<file path="config.mk">
export PLATFORM = sky130hd
export DESIGN_NAME = ctl_decoder
export DESIGN_NICKNAME = d
export VERILOG_FILES = /design/src/rtl/ctl_dec_pkg.sv /design/src/rtl/ctl_classify.sv /design/src/rtl/ctl_select.sv /design/src/rtl/ctl_flow.sv /design/src/rtl/ctl_decoder.sv
export SDC_FILE = /design/constraint.sdc
export NUM_CORES = 1
export LEC_CHECK = 0
export CAP_MARGIN = 30
export CORE_AREA = 5 5 42 44
export DETAILED_ROUTE_END_ITERATION = 12
export DIE_AREA = 0 0 47 49
export GPL_TIMING_DRIVEN = 0
export PLACE_DENSITY = 0.81
export SLEW_MARGIN = 25
export SYNTH_ARGS = -nofsm -noshare
export SYNTH_HDL_FRONTEND = slang
export SYNTH_HIERARCHICAL = 1
export SYNTH_SLANG_ARGS = --single-unit
</file>
<file path="constraint.sdc">
create_clock -name vclk -period 2.8
set_clock_uncertainty 0.05 [all_clocks]
set_input_delay 0.56 -clock vclk [all_inputs]
set_output_delay 0.56 -clock vclk [all_outputs]
set_load 0.005 [all_outputs]
</file>
<file path="src/rtl/ctl_dec_pkg.sv">
package ctl_dec_pkg;

    localparam int OP_W  = 6;
    localparam int FN_W  = 6;
    localparam int ALU_W = 3;
    localparam int NPC_W = 2;

    typedef enum logic [ALU_W-1:0] {
        ALU_AND = 3'b000,
        ALU_OR  = 3'b001,
        ALU_SLT = 3'b010,
        ALU_ADD = 3'b011,
        ALU_SUB = 3'b100
    } alu_code_e;

    typedef enum logic [NPC_W-1:0] {
        NPC_BRANCH = 2'b00,
        NPC_ABS    = 2'b01,
        NPC_REG    = 2'b10,
        NPC_SEQ    = 2'b11
    } npc_class_e;

    typedef enum logic [3:0] {
        KIND_REG_ALU,
        KIND_IMM_ALU,
        KIND_LOAD,
        KIND_STORE,
        KIND_BR_EQ,
        KIND_BR_NE,
        KIND_JMP,
        KIND_JMP_LINK,
        KIND_JREG,
        KIND_JREG_LINK,
        KIND_BAD
    } insn_kind_e;

    localparam logic [OP_W-1:0] OPC_SPECIAL = 6'h00;
    localparam logic [OP_W-1:0] OPC_JMP     = 6'h02;
    localparam logic [OP_W-1:0] OPC_JLINK   = 6'h03;
    localparam logic [OP_W-1:0] OPC_BEQ     = 6'h04;
    localparam logic [OP_W-1:0] OPC_BNE     = 6'h05;
    localparam logic [OP_W-1:0] OPC_ANDI    = 6'h06;
    localparam logic [OP_W-1:0] OPC_ADDI    = 6'h08;
    localparam logic [OP_W-1:0] OPC_SLTI    = 6'h0A;
    localparam logic [OP_W-1:0] OPC_ORI     = 6'h0D;
    localparam logic [OP_W-1:0] OPC_LDB     = 6'h20;
    localparam logic [OP_W-1:0] OPC_LDW     = 6'h23;
    localparam logic [OP_W-1:0] OPC_STB     = 6'h28;
    localparam logic [OP_W-1:0] OPC_STW     = 6'h2B;

    localparam logic [FN_W-1:0] FN_JREG     = 6'h08;
    localparam logic [FN_W-1:0] FN_JRLINK   = 6'h09;
    localparam logic [FN_W-1:0] FN_ADD      = 6'h20;
    localparam logic [FN_W-1:0] FN_SUB      = 6'h22;
    localparam logic [FN_W-1:0] FN_AND      = 6'h24;
    localparam logic [FN_W-1:0] FN_OR       = 6'h25;
    localparam logic [FN_W-1:0] FN_SLT      = 6'h2A;

endpackage

</file>
<file path="src/rtl/ctl_classify.sv">
module ctl_classify
    import ctl_dec_pkg::*;
(
    input  logic [OP_W-1:0] op_i,
    input  logic [FN_W-1:0] fn_i,
    output insn_kind_e      kind_o,
    output alu_code_e       alu_o
);

    insn_kind_e kind_q;
    alu_code_e  alu_q;

    always_comb begin
        kind_q = KIND_BAD;
        alu_q  = ALU_ADD;
        unique case (op_i)
            OPC_SPECIAL: begin
                unique case (fn_i)
                    FN_AND:    begin kind_q = KIND_REG_ALU;   alu_q = ALU_AND; end
                    FN_OR:     begin kind_q = KIND_REG_ALU;   alu_q = ALU_OR;  end
                    FN_SLT:    begin kind_q = KIND_REG_ALU;   alu_q = ALU_SLT; end
                    FN_ADD:    begin kind_q = KIND_REG_ALU;   alu_q = ALU_ADD; end
                    FN_SUB:    begin kind_q = KIND_REG_ALU;   alu_q = ALU_SUB; end
                    FN_JREG:   begin kind_q = KIND_JREG;      alu_q = ALU_ADD; end
                    FN_JRLINK: begin kind_q = KIND_JREG_LINK; alu_q = ALU_ADD; end
                    default:   begin kind_q = KIND_BAD;       alu_q = ALU_ADD; end
                endcase
            end
            OPC_ANDI:  begin kind_q = KIND_IMM_ALU;  alu_q = ALU_AND; end
            OPC_ORI:   begin kind_q = KIND_IMM_ALU;  alu_q = ALU_OR;  end
            OPC_SLTI:  begin kind_q = KIND_IMM_ALU;  alu_q = ALU_SLT; end
            OPC_ADDI:  begin kind_q = KIND_IMM_ALU;  alu_q = ALU_ADD; end
            OPC_LDW,
            OPC_LDB:   begin kind_q = KIND_LOAD;     alu_q = ALU_ADD; end
            OPC_STW,
            OPC_STB:   begin kind_q = KIND_STORE;    alu_q = ALU_ADD; end
            OPC_BEQ:   begin kind_q = KIND_BR_EQ;    alu_q = ALU_SUB; end
            OPC_BNE:   begin kind_q = KIND_BR_NE;    alu_q = ALU_SUB; end
            OPC_JMP:   begin kind_q = KIND_JMP;      alu_q = ALU_ADD; end
            OPC_JLINK: begin kind_q = KIND_JMP_LINK; alu_q = ALU_ADD; end
            default:   begin kind_q = KIND_BAD;      alu_q = ALU_ADD; end
        endcase
    end

    assign kind_o = kind_q;
    assign alu_o  = alu_q;

    always_comb begin
        AST_BRANCH_SUB: assert (!(kind_q inside {KIND_BR_EQ, KIND_BR_NE}) || alu_q == ALU_SUB);
        AST_BAD_ADD: assert (kind_q != KIND_BAD || alu_q == ALU_ADD);
    end

endmodule

</file>
<file path="src/rtl/ctl_select.sv">
module ctl_select
    import ctl_dec_pkg::*;
(
    input  insn_kind_e kind_i,
    output logic       src_imm_o,
    output logic       wb_mem_o,
    output logic       dst_rt_o,
    output logic       dst_link_o,
    output logic       wb_ret_o,
    output logic       mem_wr_o,
    output logic       reg_we_o
);

    always_comb begin
        src_imm_o  = 1'b0;
        wb_mem_o   = 1'b0;
        dst_rt_o   = 1'b0;
        dst_link_o = 1'b0;
        wb_ret_o   = 1'b0;
        mem_wr_o   = 1'b0;
        reg_we_o   = 1'b0;
        unique case (kind_i)
            KIND_REG_ALU: begin
                reg_we_o = 1'b1;
            end
            KIND_IMM_ALU: begin
                src_imm_o = 1'b1;
                dst_rt_o  = 1'b1;
                reg_we_o  = 1'b1;
            end
            KIND_LOAD: begin
                src_imm_o = 1'b1;
                wb_mem_o  = 1'b1;
                dst_rt_o  = 1'b1;
                reg_we_o  = 1'b1;
            end
            KIND_STORE: begin
                src_imm_o = 1'b1;
                mem_wr_o  = 1'b1;
            end
            KIND_JMP_LINK: begin
                dst_link_o = 1'b1;
                wb_ret_o   = 1'b1;
                reg_we_o   = 1'b1;
            end
            KIND_JREG_LINK: begin
                wb_ret_o = 1'b1;
                reg_we_o = 1'b1;
            end
            KIND_BR_EQ, KIND_BR_NE, KIND_JMP, KIND_JREG, KIND_BAD: begin
            end
            default: begin
            end
        endcase
    end

    always_comb begin
        AST_STORE_NO_WE: assert (!mem_wr_o || !reg_we_o);
        AST_LOAD_IMM: assert (!wb_mem_o || (src_imm_o && dst_rt_o));
        AST_LINK_RET: assert (!dst_link_o || wb_ret_o);
    end

endmodule

</file>
<file path="src/rtl/ctl_flow.sv">
module ctl_flow
    import ctl_dec_pkg::*;
(
    input  insn_kind_e kind_i,
    output npc_class_e npc_o,
    output logic       br_inv_o
);

    always_comb begin
        npc_o    = NPC_SEQ;
        br_inv_o = 1'b0;
        unique case (kind_i)
            KIND_BR_EQ:     npc_o = NPC_BRANCH;
            KIND_BR_NE: begin
                npc_o    = NPC_BRANCH;
                br_inv_o = 1'b1;
            end
            KIND_JMP,
            KIND_JMP_LINK:  npc_o = NPC_ABS;
            KIND_JREG,
            KIND_JREG_LINK: npc_o = NPC_REG;
            default:        npc_o = NPC_SEQ;
        endcase
    end

    always_comb begin
        AST_INV_BRANCH: assert (!br_inv_o || npc_o == NPC_BRANCH);
    end

endmodule

</file>
<file path="src/rtl/ctl_decoder.sv">
module ctl_decoder
    import ctl_dec_pkg::*;
(
    input  logic [OP_W-1:0]  op_i,
    input  logic [FN_W-1:0]  fn_i,
    output logic [ALU_W-1:0] alu_code_o,
    output logic             src_imm_o,
    output logic             wb_mem_o,
    output logic             dst_rt_o,
    output logic             dst_link_o,
    output logic             wb_ret_o,
    output logic [NPC_W-1:0] npc_class_o,
    output logic             br_inv_o,
    output logic             mem_wr_o,
    output logic             reg_we_o
);

    insn_kind_e kind;
    alu_code_e  alu;
    npc_class_e npc;

    ctl_classify u_classify (
        .op_i   (op_i),
        .fn_i   (fn_i),
        .kind_o (kind),
        .alu_o  (alu)
    );

    ctl_select u_select (
        .kind_i     (kind),
        .src_imm_o  (src_imm_o),
        .wb_mem_o   (wb_mem_o),
        .dst_rt_o   (dst_rt_o),
        .dst_link_o (dst_link_o),
        .wb_ret_o   (wb_ret_o),
        .mem_wr_o   (mem_wr_o),
        .reg_we_o   (reg_we_o)
    );

    ctl_flow u_flow (
        .kind_i   (kind),
        .npc_o    (npc),
        .br_inv_o (br_inv_o)
    );

    assign alu_code_o  = alu;
    assign npc_class_o = npc;

    always_comb begin
        AST_RET_IS_JUMP: assert (!wb_ret_o || npc_class_o == 2'b01 || npc_class_o == 2'b10);
        AST_BRANCH_NO_WE: assert (npc_class_o != 2'b00 || (!reg_we_o && !mem_wr_o));
        AST_MEMWR_IMM: assert (!mem_wr_o || src_imm_o);
    end

endmodule

</file>
After elaboration in Yosys (flattened, before gate mapping)
Cells that the tools add are included.

Bits in registers: 0. Bits of input ports: 12. Output and inout bits: 13. Logic and storage cells: 55.

Multiplexer cells: 13. Equal/unequal tests: 28. Reductions and logical operators: 14.

Operator list (count): equality test 6 bit, second input constant (9); one-hot mux 4 bit (8 select lines) (1); equality test 6 x 4 -> 1 bit, second input constant (5); equality test 6 x 3 -> 1 bit, second input constant (3); equality test 4 x 3 -> 1 bit, second input constant (4); OR reduction 2 bit (8); one-hot mux 3 bit (5 select lines) (1); equality test 6 x 2 -> 1 bit, second input constant (2); one-hot mux 3 bit (4 select lines) (1); one-hot mux 4 bit (3 select lines) (1); OR reduction 5 bit (2); equality test 4 x 2 -> 1 bit, second input constant (2); equality test 4 bit, second input constant (2); 2-to-1 mux 1 bit (8); logical NOT 6 bit (1); one-hot mux 2 bit (3 select lines) (1); equality test 4 x 1 -> 1 bit, second input constant (1); logical NOT 4 bit (1); OR reduction 4 bit (1); OR reduction 3 bit (1).

Logic depth before layout (Yosys ltp)
Depth after elaboration: 7. Mapped depth: 8. Gate-level depth less buffers: 6.

By module
The synthesis kept the hierarchy.

By module, submodules not included: ctl_classify (instances 1, area each 400.4 µm², cells each 59, sequential area each 0.0 µm²); ctl_select (instances 1, area each 95.1 µm², cells each 13, sequential area each 0.0 µm²); ctl_flow (instances 1, area each 40.0 µm², cells each 4, sequential area each 0.0 µm²).

Least setup slack after synthesis
Ideal clock, no wire load.

Path kind: input -> output. From: input port op_i[5]. To: output port reg_we_o. Path buffers: 1. Stages on the path: 5. Data required time: 2190 ps. Path slack: 271 ps. Arrival: 1919 ps. Path through: buf_6 or3_1 a21oi_1 and3b_1 o22a_1.

Longest elaborated chain between the ends: 6. Elaborated cells between the ends (all ways): 24. Those cells by class: eq/ne (16); mux (2); reduce/logical (6).

Ends and longest elaborated chain: start: declaration (RTL line ctl_decoder.sv:4) `input logic [OP_W-1:0] op_i,`; equality test 6 x 4 -> 1 bit (tied with other cells) (RTL line ctl_classify.sv:16) `unique case (op_i)`; OR reduction 4 bit (no source line) or OR reduction 2 bit (tied branches); one-hot mux 4 bit (8 select lines) (*) (RTL line ctl_classify.sv:16); net kind[2] (RTL line ctl_decoder.sv:18) `insn_kind_e kind;`; equality test 4 x 1 -> 1 bit (tied with other cells) (RTL line ctl_select.sv:22) `unique case (kind_i)`; OR reduction 5 bit (no source line) (*); 2-to-1 mux 1 bit (*) (RTL line ctl_select.sv:22); end: declaration (RTL line ctl_decoder.sv:15) `output logic reg_we_o`.

The timed path passes the listed nets; every way through them passes the cells marked *.

Worst setup path in the final report
From: input port op_i[4]. To: output port reg_we_o.

Same word-level chain as after synthesis.

==> impl_summary.log <==
[metrics] result of the run: finished, final reports clean
[metrics] reported net switching power: ~63 uW
[metrics] Hold Fails Final Rpt: 0
[metrics] overall routing resource usage: 0.167
[metrics] Switching Share: 0.505
[metrics] Final Hold Slack: between 1500 and 2000 ps
[metrics] leakage power: ~0.00044 uW
[metrics] number of clock buffer instances in the layout: 0
[metrics] netlist area before placement: between 500 and 600 um2
[metrics] Final Core Density: 0.705
[metrics] antenna violations before repair: 0
[metrics] number of nets in the final layout: 127
[metrics] number of global-route vias before repair: roughly 760
[metrics] post-route ant nets: 0
[metrics] number of cells produced by synthesis: 76
[metrics] maximum number of pins on one net before global-route repair: 11
[metrics] initial cell density of the core: 0.382
[metrics] Initial DRC Count: 14
[metrics] class of the tightest hold or removal check: input pin to primary output
[metrics] max-cap violations: 0
[metrics] chip height: 49 um
[metrics] detailed-route via count: 742
[metrics] kind of start point of the critical path: input pin
[metrics] setup_tns: 0 ps
[metrics] number of sequential storage elements: 0
[metrics] Internal Pwr Total: 61.9 uW
[metrics] sequential standard cell area: 0 um2
[metrics] core area: 0.00140 mm2
[metrics] cell at the slowest stage of the critical path: sky130_fd_sc_hd__or3_4
[metrics] Detailed Routing Iterations Pass 1: 4
[metrics] kind of cell adding the most delay to the critical path: buffers and inverters
[metrics] Via-to-Cell Ratio: 5.75
[metrics] final clock period utilization by the worst path: 0.972
[metrics] final weighted congestion in routability-driven placement: between 0.8 and 0.9
[metrics] stage delay of the slowest cell on the critical path: about 420 ps
[metrics] placed wire-length estimate: 1180 um
[metrics] number of fillers in the final layout: 120
[metrics] # diodes: 0
[metrics] Warnings, synthesis: 6
[metrics] most frequent cell after synthesis: sky130_fd_sc_hd__a21oi_1
[metrics] setup repair after global routing missed its margin: true
[metrics] I/O Pins: 25
[metrics] floorplan die width: between 40 and 50 um
[metrics] share of synthesized area occupied by flip-flops and latches: 0
[metrics] total power per unit cell area: between 100 and 150 mW/mm2
[metrics] post-DR wirelength/cell: ~15 um
[metrics] area enclosed by the die boundary: 0.00230 mm2
[metrics] shortest period the worst path allows: 2720 ps
[metrics] ordered cell list for the critical path: dlygate4sd2_1, or3_4, a21oi_4, buf_4, and3b_1, buf_4, o22a_1, buf_2
[metrics] top achievable clock speed: between 0.3 and 0.4 GHz
[metrics] Routed Wire Length: roughly 2000 um
[metrics] total area of multi-input combinational cells: 604 um2
[metrics] hold buffer count at CTS: 0
[metrics] share of total power in sequential cells: 0
[metrics] worst path bufs/invs: 4
[metrics] remaining routing DRC violations: 0
[metrics] number of cells traversed by the worst hold path: 5
[metrics] layout cells sized above 1: 0.487
[metrics] total power: between 100 and 150 uW
[metrics] pins over their slew limit: 0
[metrics] FP Rows: 14
[metrics] count of cell types in the netlist: 40
[metrics] count of port buffers added during placement: 24
[metrics] mean area per synthesized cell: between 7 and 8 um2
[metrics] final setup fails: 0
[metrics] number of cells on the critical path: 8
[metrics] largest cells by area after synthesis: sky130_fd_sc_hd__a21oi_1 (6.5%), sky130_fd_sc_hd__buf_6 (6.3%), sky130_fd_sc_hd__nand2b_1 (5.8%)
[metrics] data arrival time of the worst path: between 2000 and 2500 ps
[metrics] wire length of the first global-routing pass: 3120 um
[metrics] area leader, netlist: sky130_fd_sc_hd__a21oi_1
[metrics] total nets after synthesis: 88
[metrics] most prevalent standard cell on the critical path: sky130_fd_sc_hd__buf_4
[metrics] overall overflow remaining after global route: 0
[metrics] WP data required: around 2200 ps
[metrics] CP Max Fanout: 5
[metrics] area added between synthesis and finish: 84.6%
[metrics] CP endpoint kind: primary output
[metrics] peak ir drop on the vdd network: ~59 uV
[metrics] combinational cell fraction of total power: 1.000
[metrics] critical path type: input pin to primary output
[metrics] worst slew pin tran: approximately 270 ps
[metrics] most frequent cells after synthesis: sky130_fd_sc_hd__a21oi_1 (7), sky130_fd_sc_hd__nor2_1 (6), sky130_fd_sc_hd__nand2b_1 (5)
[metrics] fraction of synthesized cell area taken by the top area cell type: 0.0654
[metrics] headroom to the max-slew limit: 0.820
[metrics] relative contribution of the clock network to total power: 0
==> final cells by class <==
type               count  area share
repair buffers        37       0.296
inverters              2     0.00759
multi-input cells     68       0.611
well taps             16      0.0203
plain buffers          6      0.0646
==> what timing repair did <==
action,in CTS,in global routing
pin swaps,9,10
setup endpoints to repair,13,9
gates resized for setup,69,23
setup buffers,11,3
==> metal layers <==
| metal | global-route usage | vias to the layer above | wire length (um) | share of wire |
|---|---|---|---|---|
| met4 | 0.0276 | 0 | 0 | 0 |
| met5 | 0 | - | 0 | 0 |
| met3 | 0.0221 | 0 | 128 | 0.065 |
| met2 | 0.281 | 24 | 1050 | 0.53 |
| met1 | 0.222 | 357 | 798 | 0.40 |
| li1 | - | 361 | - | - |
==> cells in the final DEF, fill, tap and decap left out, types with 2 or more instances in the layout <==
cell / synthesis / routed
sky130_fd_sc_hd__nand2b_1: 5 / 4
sky130_fd_sc_hd__a21o_1: 3 / 3
sky130_fd_sc_hd__clkdlybuf4s50_1: 0 / 3
sky130_fd_sc_hd__dlygate4sd2_1: 0 / 4
sky130_fd_sc_hd__nor3_1: 4 / 3
sky130_fd_sc_hd__buf_2: 1 / 9
sky130_fd_sc_hd__nor2b_1: 4 / 2
sky130_fd_sc_hd__buf_6: 3 / 9
sky130_fd_sc_hd__nor2_1: 6 / 3
sky130_fd_sc_hd__nand2b_4: 1 / 2
sky130_fd_sc_hd__clkbuf_2: 0 / 3
sky130_fd_sc_hd__nand3b_1: 2 / 2
sky130_fd_sc_hd__dlymetal6s2s_1: 0 / 3
sky130_fd_sc_hd__nand2_1: 3 / 3
sky130_fd_sc_hd__nor2b_4: 0 / 2
sky130_fd_sc_hd__nor3_2: 1 / 2
sky130_fd_sc_hd__a21oi_1: 7 / 5
sky130_fd_sc_hd__o21a_1: 2 / 2
sky130_fd_sc_hd__nor4_4: 0 / 2
sky130_fd_sc_hd__o31ai_1: 2 / 2
sky130_fd_sc_hd__nor2_2: 0 / 2
sky130_fd_sc_hd__buf_4: 2 / 11
sky130_fd_sc_hd__inv_1: 2 / 2
==> kinds of logic after synthesis <==
logic type,count (synthesis),synth area share
AOI/OAI and AO/OA,26,0.341
xor gates and xnor gates,2,0.0327
buffers and inverters,8,0.114
and+or+nand+nor,39,0.493
muxes,1,0.0187
==> power by group through the flow <==
stage | Sequential [uW] | Combinational, uW | Clock (uW)
6_report | 0 | 125 | 0
2_1_floorplan | 0 | 57.0 | 0
3_5_place_dp | 0 | 100 | 0
4_1_cts | 0 | 116 | 0
3_3_place_gp | 0 | 99.0 | 0
5_1_grt | 0 | 135 | 0
==> metrics by stage <==
step / cells / setup WS (ps) / area [um2]
after floorplan: 76 / 271 / 536
final: 129 / 77.6 / 988
after global placement: 116 / -841 / 796
after detailed placement: 116 / -853 / 796
after CTS: 127 / -92.0 / 955
after global routing: 129 / -7.49 / 988
==> worst paths after layout <==
kind,start,to,slack [ps]
worst min-delay path,op_i[5],dst_rt_o,1580
worst max-delay path,op_i[4],reg_we_o,80
No activity file was read; power rests on OpenSTA's default activity.
